[src/rtl/irq_ctl_pkg.sv]
package irq_ctl_pkg;

   localparam int REG_W = 8;
   localparam int MAX_IRQ = 8;

   typedef enum logic [1:0] {
      IDX_PEND = 2'd0,
      IDX_MASK = 2'd1,
      IDX_GIE  = 2'd2,
      IDX_NONE = 2'd3
   } csr_idx_e;

   typedef enum logic [1:0] {
      SVC_IDLE = 2'd0,
      SVC_BUSY = 2'd1,
      SVC_POP  = 2'd2
   } svc_state_e;

   function automatic int src_width(input int n);
      return (n > 1) ? $clog2(n) : 1;
   endfunction

endpackage

[src/rtl/irq_pend_bank.sv]
module irq_pend_bank #(
   parameter int NUM_IRQ     = 8,
   parameter int SYNC_STAGES = 2
) (
   input  logic               clk,
   input  logic               rst_n,
   input  logic [NUM_IRQ-1:0] irq_n_i,
   input  logic [NUM_IRQ-1:0] clr_i,
   output logic [NUM_IRQ-1:0] pend_o
);

   logic [NUM_IRQ-1:0] req_s;
   logic [NUM_IRQ-1:0] pend_q;

   generate
      if (SYNC_STAGES == 0) begin : g_direct
         assign req_s = ~irq_n_i;
      end else begin : g_sync
         logic [SYNC_STAGES-1:0][NUM_IRQ-1:0] chain_q;
         always_ff @(posedge clk or negedge rst_n) begin
            if (!rst_n) begin
               chain_q <= '0;
            end else begin
               chain_q[0] <= ~irq_n_i;
               for (int k = 1; k < SYNC_STAGES; k++) begin
                  chain_q[k] <= chain_q[k-1];
               end
            end
         end
         assign req_s = chain_q[SYNC_STAGES-1];
      end
   endgenerate

   // A write of 1 wins for one cycle; a line still low sets the bit again next edge.
   always_ff @(posedge clk or negedge rst_n) begin
      if (!rst_n) begin
         pend_q <= '0;
      end else begin
         pend_q <= (pend_q | req_s) & ~clr_i;
      end
   end

   assign pend_o = pend_q;

   AST_PEND_STICKY: assert property (@(posedge clk) disable iff (!rst_n)
      1'b1 |=> ((($past(pend_q) & ~pend_q) & ~$past(clr_i)) == '0));

endmodule

[src/rtl/irq_pick_lowest.sv]
module irq_pick_lowest #(
   parameter int NUM_IRQ = 8,
   parameter int ID_W    = 3
) (
   input  logic [NUM_IRQ-1:0] elig_i,
   output logic [ID_W-1:0]    id_o,
   output logic               any_o
);

   always_comb begin
      id_o = '0;
      for (int i = NUM_IRQ - 1; i >= 0; i--) begin
         if (elig_i[i]) begin
            id_o = ID_W'(i);
         end
      end
   end

   assign any_o = |elig_i;

endmodule

[src/rtl/irq_svc_fsm.sv]
module irq_svc_fsm
   import irq_ctl_pkg::*;
#(
   parameter int          PC_W     = 12,
   parameter logic [PC_W-1:0] VEC_ADDR = '0
) (
   input  logic            clk,
   input  logic            rst_n,
   input  logic            cand_i,
   input  logic            take_i,
   input  logic [PC_W-1:0] next_pc_i,
   input  logic            carry_i,
   input  logic            zero_i,
   input  logic            iret_i,
   input  logic            pop_valid_i,
   input  logic [PC_W-1:0] pop_addr_i,
   input  logic            pop_carry_i,
   input  logic            pop_zero_i,
   output logic            irq_req_o,
   output logic            push_o,
   output logic [PC_W-1:0] push_addr_o,
   output logic            push_carry_o,
   output logic            push_zero_o,
   output logic            vec_load_o,
   output logic [PC_W-1:0] vector_o,
   output logic            pop_o,
   output logic            restore_o,
   output logic [PC_W-1:0] restore_addr_o,
   output logic            restore_carry_o,
   output logic            restore_zero_o
);

   svc_state_e      state_q;
   logic            fire;
   logic            rst_q;
   logic [PC_W-1:0] raddr_q;
   logic            rc_q;
   logic            rz_q;

   assign irq_req_o    = (state_q == SVC_IDLE) && cand_i;
   assign fire         = irq_req_o && take_i;
   assign push_o       = fire;
   assign vec_load_o   = fire;
   assign push_addr_o  = next_pc_i;
   assign push_carry_o = carry_i;
   assign push_zero_o  = zero_i;
   assign vector_o     = VEC_ADDR;
   assign pop_o        = (state_q == SVC_BUSY) && iret_i;

   always_ff @(posedge clk or negedge rst_n) begin
      if (!rst_n) begin
         state_q <= SVC_IDLE;
         rst_q   <= 1'b0;
         raddr_q <= '0;
         rc_q    <= 1'b0;
         rz_q    <= 1'b0;
      end else begin
         rst_q <= 1'b0;
         unique case (state_q)
            SVC_IDLE: if (fire) state_q <= SVC_BUSY;
            SVC_BUSY: if (iret_i) state_q <= SVC_POP;
            SVC_POP: begin
               if (pop_valid_i) begin
                  state_q <= SVC_IDLE;
                  rst_q   <= 1'b1;
                  raddr_q <= pop_addr_i;
                  rc_q    <= pop_carry_i;
                  rz_q    <= pop_zero_i;
               end
            end
            default: state_q <= SVC_IDLE;
         endcase
      end
   end

   assign restore_o       = rst_q;
   assign restore_addr_o  = raddr_q;
   assign restore_carry_o = rc_q;
   assign restore_zero_o  = rz_q;

   AST_NO_NEST: assert property (@(posedge clk) disable iff (!rst_n)
      push_o |=> !irq_req_o);
   AST_RESTORE_AFTER_POP: assert property (@(posedge clk) disable iff (!rst_n)
      restore_o |-> $past(pop_valid_i));
   AST_RESTORE_DATA: assert property (@(posedge clk) disable iff (!rst_n)
      restore_o |-> (restore_addr_o == $past(pop_addr_i)));
   AST_POP_NOT_IDLE: assert property (@(posedge clk) disable iff (!rst_n)
      pop_o |-> !irq_req_o);

endmodule

[src/rtl/irq_ctl_unit.sv]
module irq_ctl_unit
   import irq_ctl_pkg::*;
#(
   parameter int              NUM_IRQ     = 8,
   parameter int              SYNC_STAGES = 2,
   parameter int              PC_W        = 12,
   parameter logic [PC_W-1:0] VEC_ADDR    = '0
) (
   input  logic                                    clk,
   input  logic                                    rst_n,
   input  logic [NUM_IRQ-1:0]                      irq_n_i,
   input  logic [1:0]                              reg_sel_i,
   input  logic                                    reg_wr_i,
   input  logic [7:0]                              reg_wdata_i,
   output logic [7:0]                              reg_rdata_o,
   output logic                                    irq_req_o,
   output logic [irq_ctl_pkg::src_width(NUM_IRQ)-1:0] src_id_o,
   input  logic                                    take_i,
   input  logic [PC_W-1:0]                         next_pc_i,
   input  logic                                    carry_i,
   input  logic                                    zero_i,
   output logic                                    push_o,
   output logic [PC_W-1:0]                         push_addr_o,
   output logic                                    push_carry_o,
   output logic                                    push_zero_o,
   output logic                                    vec_load_o,
   output logic [PC_W-1:0]                         vector_o,
   input  logic                                    iret_i,
   output logic                                    pop_o,
   input  logic                                    pop_valid_i,
   input  logic [PC_W-1:0]                         pop_addr_i,
   input  logic                                    pop_carry_i,
   input  logic                                    pop_zero_i,
   output logic                                    restore_o,
   output logic [PC_W-1:0]                         restore_addr_o,
   output logic                                    restore_carry_o,
   output logic                                    restore_zero_o
);

   localparam int ID_W = src_width(NUM_IRQ);
   localparam logic [REG_W-1:0] IMPL_MASK = REG_W'((1 << NUM_IRQ) - 1);

   generate
      if (NUM_IRQ < 1 || NUM_IRQ > MAX_IRQ) begin : g_bad_num
         $error("irq_ctl_unit: NUM_IRQ must lie in 1..8");
      end
      if (SYNC_STAGES < 0 || SYNC_STAGES > 3) begin : g_bad_sync
         $error("irq_ctl_unit: SYNC_STAGES must lie in 0..3");
      end
   endgenerate

   csr_idx_e           sel;
   logic [NUM_IRQ-1:0] pend;
   logic [NUM_IRQ-1:0] mask_q;
   logic               gie_q;
   logic [NUM_IRQ-1:0] pend_clr;
   logic [NUM_IRQ-1:0] elig;
   logic               elig_any;

   assign sel      = csr_idx_e'(reg_sel_i);
   assign pend_clr = (reg_wr_i && sel == IDX_PEND) ? reg_wdata_i[NUM_IRQ-1:0] : '0;

   irq_pend_bank #(
      .NUM_IRQ     (NUM_IRQ),
      .SYNC_STAGES (SYNC_STAGES)
   ) u_pend (
      .clk     (clk),
      .rst_n   (rst_n),
      .irq_n_i (irq_n_i),
      .clr_i   (pend_clr),
      .pend_o  (pend)
   );

   always_ff @(posedge clk or negedge rst_n) begin
      if (!rst_n) begin
         mask_q <= '0;
         gie_q  <= 1'b0;
      end else if (reg_wr_i) begin
         if (sel == IDX_MASK) mask_q <= reg_wdata_i[NUM_IRQ-1:0];
         if (sel == IDX_GIE)  gie_q  <= reg_wdata_i[0];
      end
   end

   always_comb begin
      reg_rdata_o = '0;
      unique case (sel)
         IDX_PEND: reg_rdata_o[NUM_IRQ-1:0] = pend;
         IDX_MASK: reg_rdata_o[NUM_IRQ-1:0] = mask_q;
         IDX_GIE:  reg_rdata_o[0]           = gie_q;
         default:  reg_rdata_o              = '0;
      endcase
   end

   assign elig = pend & mask_q;

   irq_pick_lowest #(
      .NUM_IRQ (NUM_IRQ),
      .ID_W    (ID_W)
   ) u_pick (
      .elig_i (elig),
      .id_o   (src_id_o),
      .any_o  (elig_any)
   );

   irq_svc_fsm #(
      .PC_W     (PC_W),
      .VEC_ADDR (VEC_ADDR)
   ) u_svc (
      .clk             (clk),
      .rst_n           (rst_n),
      .cand_i          (elig_any && gie_q),
      .take_i          (take_i),
      .next_pc_i       (next_pc_i),
      .carry_i         (carry_i),
      .zero_i          (zero_i),
      .iret_i          (iret_i),
      .pop_valid_i     (pop_valid_i),
      .pop_addr_i      (pop_addr_i),
      .pop_carry_i     (pop_carry_i),
      .pop_zero_i      (pop_zero_i),
      .irq_req_o       (irq_req_o),
      .push_o          (push_o),
      .push_addr_o     (push_addr_o),
      .push_carry_o    (push_carry_o),
      .push_zero_o     (push_zero_o),
      .vec_load_o      (vec_load_o),
      .vector_o        (vector_o),
      .pop_o           (pop_o),
      .restore_o       (restore_o),
      .restore_addr_o  (restore_addr_o),
      .restore_carry_o (restore_carry_o),
      .restore_zero_o  (restore_zero_o)
   );

   AST_REQ_NEEDS_GIE: assert property (@(posedge clk) disable iff (!rst_n)
      irq_req_o |-> gie_q);
   AST_SRC_ELIGIBLE: assert property (@(posedge clk) disable iff (!rst_n)
      irq_req_o |-> elig[src_id_o]);
   AST_UPPER_ZERO: assert property (@(posedge clk) disable iff (!rst_n)
      (sel == IDX_PEND || sel == IDX_MASK) |-> ((reg_rdata_o & ~IMPL_MASK) == '0));
   AST_GIE_ONE_BIT: assert property (@(posedge clk) disable iff (!rst_n)
      (sel == IDX_GIE) |-> (reg_rdata_o[7:1] == '0));

endmodule

[config.mk]
export PLATFORM = sky130hd
export DESIGN_NAME = irq_ctl_unit
export DESIGN_NICKNAME = d
export VERILOG_FILES = /design/src/rtl/irq_ctl_pkg.sv /design/src/rtl/irq_pend_bank.sv /design/src/rtl/irq_pick_lowest.sv /design/src/rtl/irq_svc_fsm.sv /design/src/rtl/irq_ctl_unit.sv
export SDC_FILE = /design/constraint.sdc
export NUM_CORES = 1
export LEC_CHECK = 0
export BUFFER_PORTS_ARGS = -buffer_cell sky130_fd_sc_hd__buf_2
export CAP_MARGIN = 20
export CORE_ASPECT_RATIO = 1.4
export CORE_MARGIN = 1.5
export CORE_UTILIZATION = 45
export CTS_CLUSTER_DIAMETER = 60
export DETAILED_ROUTE_END_ITERATION = 7
export PLACE_DENSITY_LB_ADDON = 0.3
export SLEW_MARGIN = 15
export SYNTH_ARGS = -nofsm -noshare
export SYNTH_HDL_FRONTEND = slang
export SYNTH_SLANG_ARGS = --single-unit
[constraint.sdc]
create_clock -name clk -period 1.5 [get_ports clk]
set_input_delay 0.15 -clock clk [delete_from_list [all_inputs] [get_ports clk]]
set_output_delay 0.15 -clock clk [all_outputs]
set_load 0.02 [all_outputs]
==> results of run 1 <==
-- cell families after synthesis --
group           synth area share (%)
compound gates                  6.49
other cells                    0.172
buf+inv                         11.9
simple gates                    15.6
flops                           57.5
mux                             8.33
-- layout by cell type, fill, tap and decap left out, types with 2 or more instances in the layout --
cell type and n:
a21oi_1 9, a22oi_2 4, buf_2 62, buf_4 18, buf_6 3, clkbuf_1 2
clkbuf_8 5, conb_1 12, dfrtp_1 50, dlygate4sd3_1 9, inv_1 9, mux2_2 9
mux2i_1 8, nand2_1 47, nand3b_1 3, nor2_1 16, nor3b_1 2
-- routing by layer --
layer,track usage [%],vias up,share of wire (%)
met2,27.5,64,51
met1,21.2,740,40
li1,-,777,-
met3,4.42,11,6.5
met4,8.12,0,2.2
met5,0,-,0
-- worst max-delay path, delay by kind of cell, from the launching register on --
kind,cells,cell delay [ns]
AO/OA/AOI/OAI,3,0.53
buffers and inverters,1,0.17
flip-flops,1,0.40
AND/OR/NAND/NOR,1,0.07
-- power by group --
group	switching [mW]	internal, mW	leakage, nW
Combinational	0.736	0.547	0.819
Clock	0.391	0.322	0.0383
Sequential	0.171	1.62	0.585
-- path summary, 6_finish.rpt --
check / start / end / slack, ns
worst max-delay path: mask_q[6] / src_id_o[0] / -0.1
worst min-delay path: reg_wdata_i[6] / u_pend.pend_o[6] / 0.03
max in group asynchronous: rst_n / u_pend.pend_o[2] / 0.75
min in group asynchronous: rst_n / u_pend.g_sync.chain_q[6] / 0.26
worst min register to register: u_pend.g_sync.chain_q[4] / u_pend.req_s[4] / 0.35
worst max register to register: u_pend.pend_o[5] / u_svc.state_q[0] / 0.14
-- flip-flops by register name, summed over array words and instances, names as in the netlist --
register and count:
u_svc.restore_carry_o 1, mask_q 8, u_svc.restore_zero_o 1, u_pend.req_s 8
gie_q 1, u_svc.restore_o 1, u_svc.state_q 2, u_pend.pend_o 8
u_svc.restore_addr_o 12, u_pend.g_sync.chain_q 8
-- synthesized netlist by cell type (all sizes together), types with 2 or more instances --
library cell,number
nor2,16
nand3b,3
a22oi,4
nand2,47
mux2,9
a21oi,10
dfrtp,50
mux2i,8
or2,2
nor3b,3
inv,9
buf,31
-- area by class of cell --
class	instances	area share [%]
Clock buffer	7	2.78
Inverter	9	1.23
Timing Repair Buffer	93	21.5
Sequential cell	50	45.6
Tap cell	62	2.83
Multi-Input combinational cell	124	26.1
-- what timing repair did --
item,in CTS,in global routing
resized for setup,10,1
hold buffers,9,0
pin swaps,11,2
hold endpoints to repair,18,0
buffers inserted,10,2
setup endpoints to repair,5,6
==> impl_metrics.yaml, run 1 <==
outcome:
  status: "finished, violations left"
  violations: "negative setup slack"
critical_path:
  worstRegToRegCells: 4
  worst_ep_arrival_time_ns: 1.45
  end_kind: "output port"
  cp_max_fo: 4
  path_cells: "nand2_1 -> a32o_1 -> a222oi_1 -> a211oi_1 -> buf_2"
  cp-start-kind: "register"
  critPathSlowestCell: "dfrtp_1"
  crit_required_ns: 1.35
  path_class: "reg -> out"
  max_stage_delay_ns: 0.40
synth:
  netlist_instances: 203
  ys_seq_elements: 50
  ys_seq_area_share_pct: 57.5
  synth.avg_cell_area_um2: 10.7
  synth_cell_type_count: 26
  synthArstFlopShare_pct: 100
  synth_edf_count: 0
  synth_ff_type: "dfrtp_1"
  yosys.area.top_type: "dfrtp_1"
  synth_top_area_share_pct: 57.5
  yosys_warnings: 0
  yosys-top-cells-area: "dfrtp_1 (57%), buf_4 (9.7%), nand2_1 (8.1%)"
  syn-cell-area_um2: 2180
final_layout:
  final_cells: 345
  seqCellArea_um2: 1250
  multi_input_area_um2: 716
  num_antenna_cells: 0
  final_layout_size_suffix_gt1_share_pct: 37.8
  area_growth_pct: 26.0
  fin_util_pct: 59.5
  stdcell_area_um2: 2740
  fill_cells: 432
  final_net_count: 335
die:
  die_w_um: 61.8
  core_um2: 4610
  die_h_um: 85.3
  die_area_um2: 5270
  ios: 108
  start_util_pct: 47.2
  rows: 29
clock_network:
  root_buffer: "clkbuf_8"
  cts_buffer_depth: 2
  clk_pin_slew_ns: 0.08
  cts_sinks: 50
  cts_tree: "yes"
  insertion_delay_ns: 0.29
  htreeDepth: 2
  numCtsBuffers: 5
route:
  drt-pass1-iter-count: 6
  ant_nets: 0
  routedWlPerCell_um: 12.1
  drt_iter0_drc: 85
  drc_errors: 0
  routed_wl_um: 4160
  num_vias: 1592
  vias_per_cell: 4.61
place:
  io_buffers: 67
  hpwl_um: 2970
  dp_slack_ns: 0.0951
  gp_congestion: 0.789
  post-place-cells: 317
  place_area_um2: 2460
global_routing:
  grt_max_degree: 41
  track_usage_pct: 17.2
  grt_pass1_vias: 1551
  antenna_found_initial: 0
  grt_overflow: 0
  grt_pass1_wl_um: 6790
sta:
  fin_skew_ns: 0.00535
  fin_hold_ws_ns: 0.0307
  layout_setup_ws_ns: -0.0987
  rsz0062_at_grt: "true"
  hold_viol: 0
  fin_crit_sh_pct: 107
  setup_violations: 6
  max_freq_ghz: 0.626
  finalCriticalPeriod_ns: 1.60
  tns_ns: -0.464
  slew_viol_final: 0
min_path:
  hold_depth: 2
  hp-class: "in -> reg"
power:
  peakVddDrop_mv: 0.738
  total_power_mw: 3.79
  power_density_nw_per_um2: 1380
  cellLeakagePower_nw: 1.44
job:
  drv_cap: 0
Power figures use the tool's default switching activity.
==> run 2: changes to the inputs <==
Settings changed: SETUP_SLACK_MARGIN set to 0.2.
==> run 2 against run 1 <==
  * The flow still finishes with violations (negative setup slack)
  * Setup slack got worse by 0.084 ns
  * Clock skew is 0.0017 ns lower
  * Clock power grew 9.0%
  * Clock-buffer cell count is the same
  * Wire length grew 4.3%
  * Critical endpoint unchanged
==> impl_metrics.yaml, run 2 (same netlist as run 1, synthesis figures left out) <==
sta:
  setup_violations: 6
  fin_skew_ns: 0.00364
  rsz0062_at_grt: "true"
  max_freq_ghz: 0.594
  slew_viol_final: 0
  fin_crit_sh_pct: 112
  hold_viol: 0
  finalCriticalPeriod_ns: 1.68
  layout_setup_ws_ns: -0.182
critical_path:
  rr_startpoint: "u_pend.pend_o[5]"
  cp_max_fo: 4
  crit_start: "u_pend.pend_o[6]"
  worst_ep_arrival_time_ns: 1.53
  path_class: "reg -> out"
  crit_required_ns: 1.35
  end_kind: "output port"
  cp-start-kind: "register"
  rrSetupSlack_ns: 0.13
final_layout:
  final_net_count: 335
  num_antenna_cells: 0
  final_layout_size_suffix_gt1_share_pct: 40.1
  largest_reg_flops: 12
  final_cells: 346
  final_common_cell: "buf_2"
  area_growth_pct: 29.9
  stdcell_area_um2: 2830
  final_cell_mix: "buf_2 (54), dfrtp_1 (49), nand2_1 (46)"
global_routing:
  grt_pass1_wl_um: 6620
  grt_pass1_vias: 1503
  grt_overflow: 0
  antenna_found_initial: 0
  grt_max_degree: 34
  track_usage_pct: 17.0
power:
  power_density_nw_per_um2: 1390
  cellLeakagePower_nw: 1.46
  seq_power_share_pct: 45.8
  clock_power_share_pct: 19.7
  power_switching_mw: 1.34
  peakVddDrop_mv: 0.741
  swShare_pct: 34.1
  intPower_mw: 2.59
  combPwrFrac_pct: 34.4
route:
  ant_nets: 0
  drt-pass1-iter-count: 6
  vias_per_cell: 4.71
  drc_errors: 0
  num_vias: 1629
  routedWlPerCell_um: 12.5
  routed_wl_um: 4340
  drt_iter0_drc: 84
clock_network:
  cts_tree: "yes"
  root_buffer: "clkbuf_8"
  numCtsBuffers: 5
  cts_sinks: 50
  insertion_delay_ns: 0.29
  cts_buffer_depth: 2
  htreeDepth: 2
  clk_pin_slew_ns: 0.08
place:
  place_area_um2: 2470
  gp_congestion: 0.799
  post-place-cells: 318
  io_buffers: 67
  hpwl_um: 3020
min_path:
  hp-class: "in -> reg"
  worstHoldStart: "reg_wdata_i[6]"
die:
  die_area_um2: 5270
  start_util_pct: 47.2
  rows: 29
  die_w_um: 61.8
  core_um2: 4610
  ios: 108
  die_h_um: 85.3
outcome:
  violations: "negative setup slack"
  status: "finished, violations left"
job:
  drv_cap: 0
[run 2: power by group through the flow]
stage          combinational [mW]  clock (mW)  sequential [mW]
3_3_place_gp                 1.15           0             1.82
6_report                     1.35       0.776             1.80
5_1_grt                      1.48       0.876             1.84
4_1_cts                      1.29       0.810             1.80
2_1_floorplan               0.626           0             2.02
3_5_place_dp                 1.18           0             1.83
[run 2: cell type report]
type                    count  area, um^2
repair buffers             93         644
flip-flops and latches     50        1250
inverters                   9        37.5
well taps                  62        77.6
fillers                   416        1780
multi-input cells         124         724
clock buffers               7        86.3
clock inverters             1        5.00
[run 2: through the flow]
stage / setup TNS, ns / hold WS, ns / setup WS (ns) / power [mW] / utilization (%)
4_1_cts: -0.756 / 0.0201 / -0.163 / 3.90 / 59.3
3_3_place_gp: 0 / 0.108 / 0.103 / 2.97 / 53.6
3_5_place_dp: 0 / 0.111 / 0.0905 / 3.01 / 53.6
2_1_floorplan: 0 / -0.146 / 0.158 / 2.65 / -
6_report: -0.658 / 0.0269 / -0.182 / 3.93 / 61.4
5_1_grt: -1.17 / 0.0262 / -0.270 / 4.19 / 61.4
[run 2: path summary, 6_finish.rpt]
check,end,cells after the start
max in group asynchronous,u_pend.pend_o[3],3
worst min register to register,u_pend.req_s[7],0
worst min-delay path,u_pend.pend_o[6],2
worst max-delay path,src_id_o[0],5
min in group asynchronous,u_pend.pend_o[7],2
worst max register to register,u_svc.state_q[0],4
[run 2: what timing repair did]
item / CTS / global route
pin swaps: 13 / 5
endpoints found under the setup margin: 9 / 29
buffers inserted: 4 / 7
endpoints found under the hold margin: 25 / 0
resized for setup: 18 / 10
hold buffers: 9 / 0
[run 2: per-layer routing]
layer / part of all wire, % / vias up / wire, um / GRT usage [%]
met5: 0 / - / 0 / 0
met4: 1.5 / 0 / 66 / 7.54
met2: 53 / 58 / 2310 / 28.3
met1: 40 / 788 / 1760 / 20.4
met3: 4.7 / 4 / 203 / 3.66
li1: - / 779 / - / -
[run 2: critical path, cell delays in order, from the launching register on]
cell	delay (ns)
dfrtp_1	0.40
nand2_1	0.08
a32o_2	0.25
a222oi_1	0.28
a211oi_2	0.06
buf_4	0.17
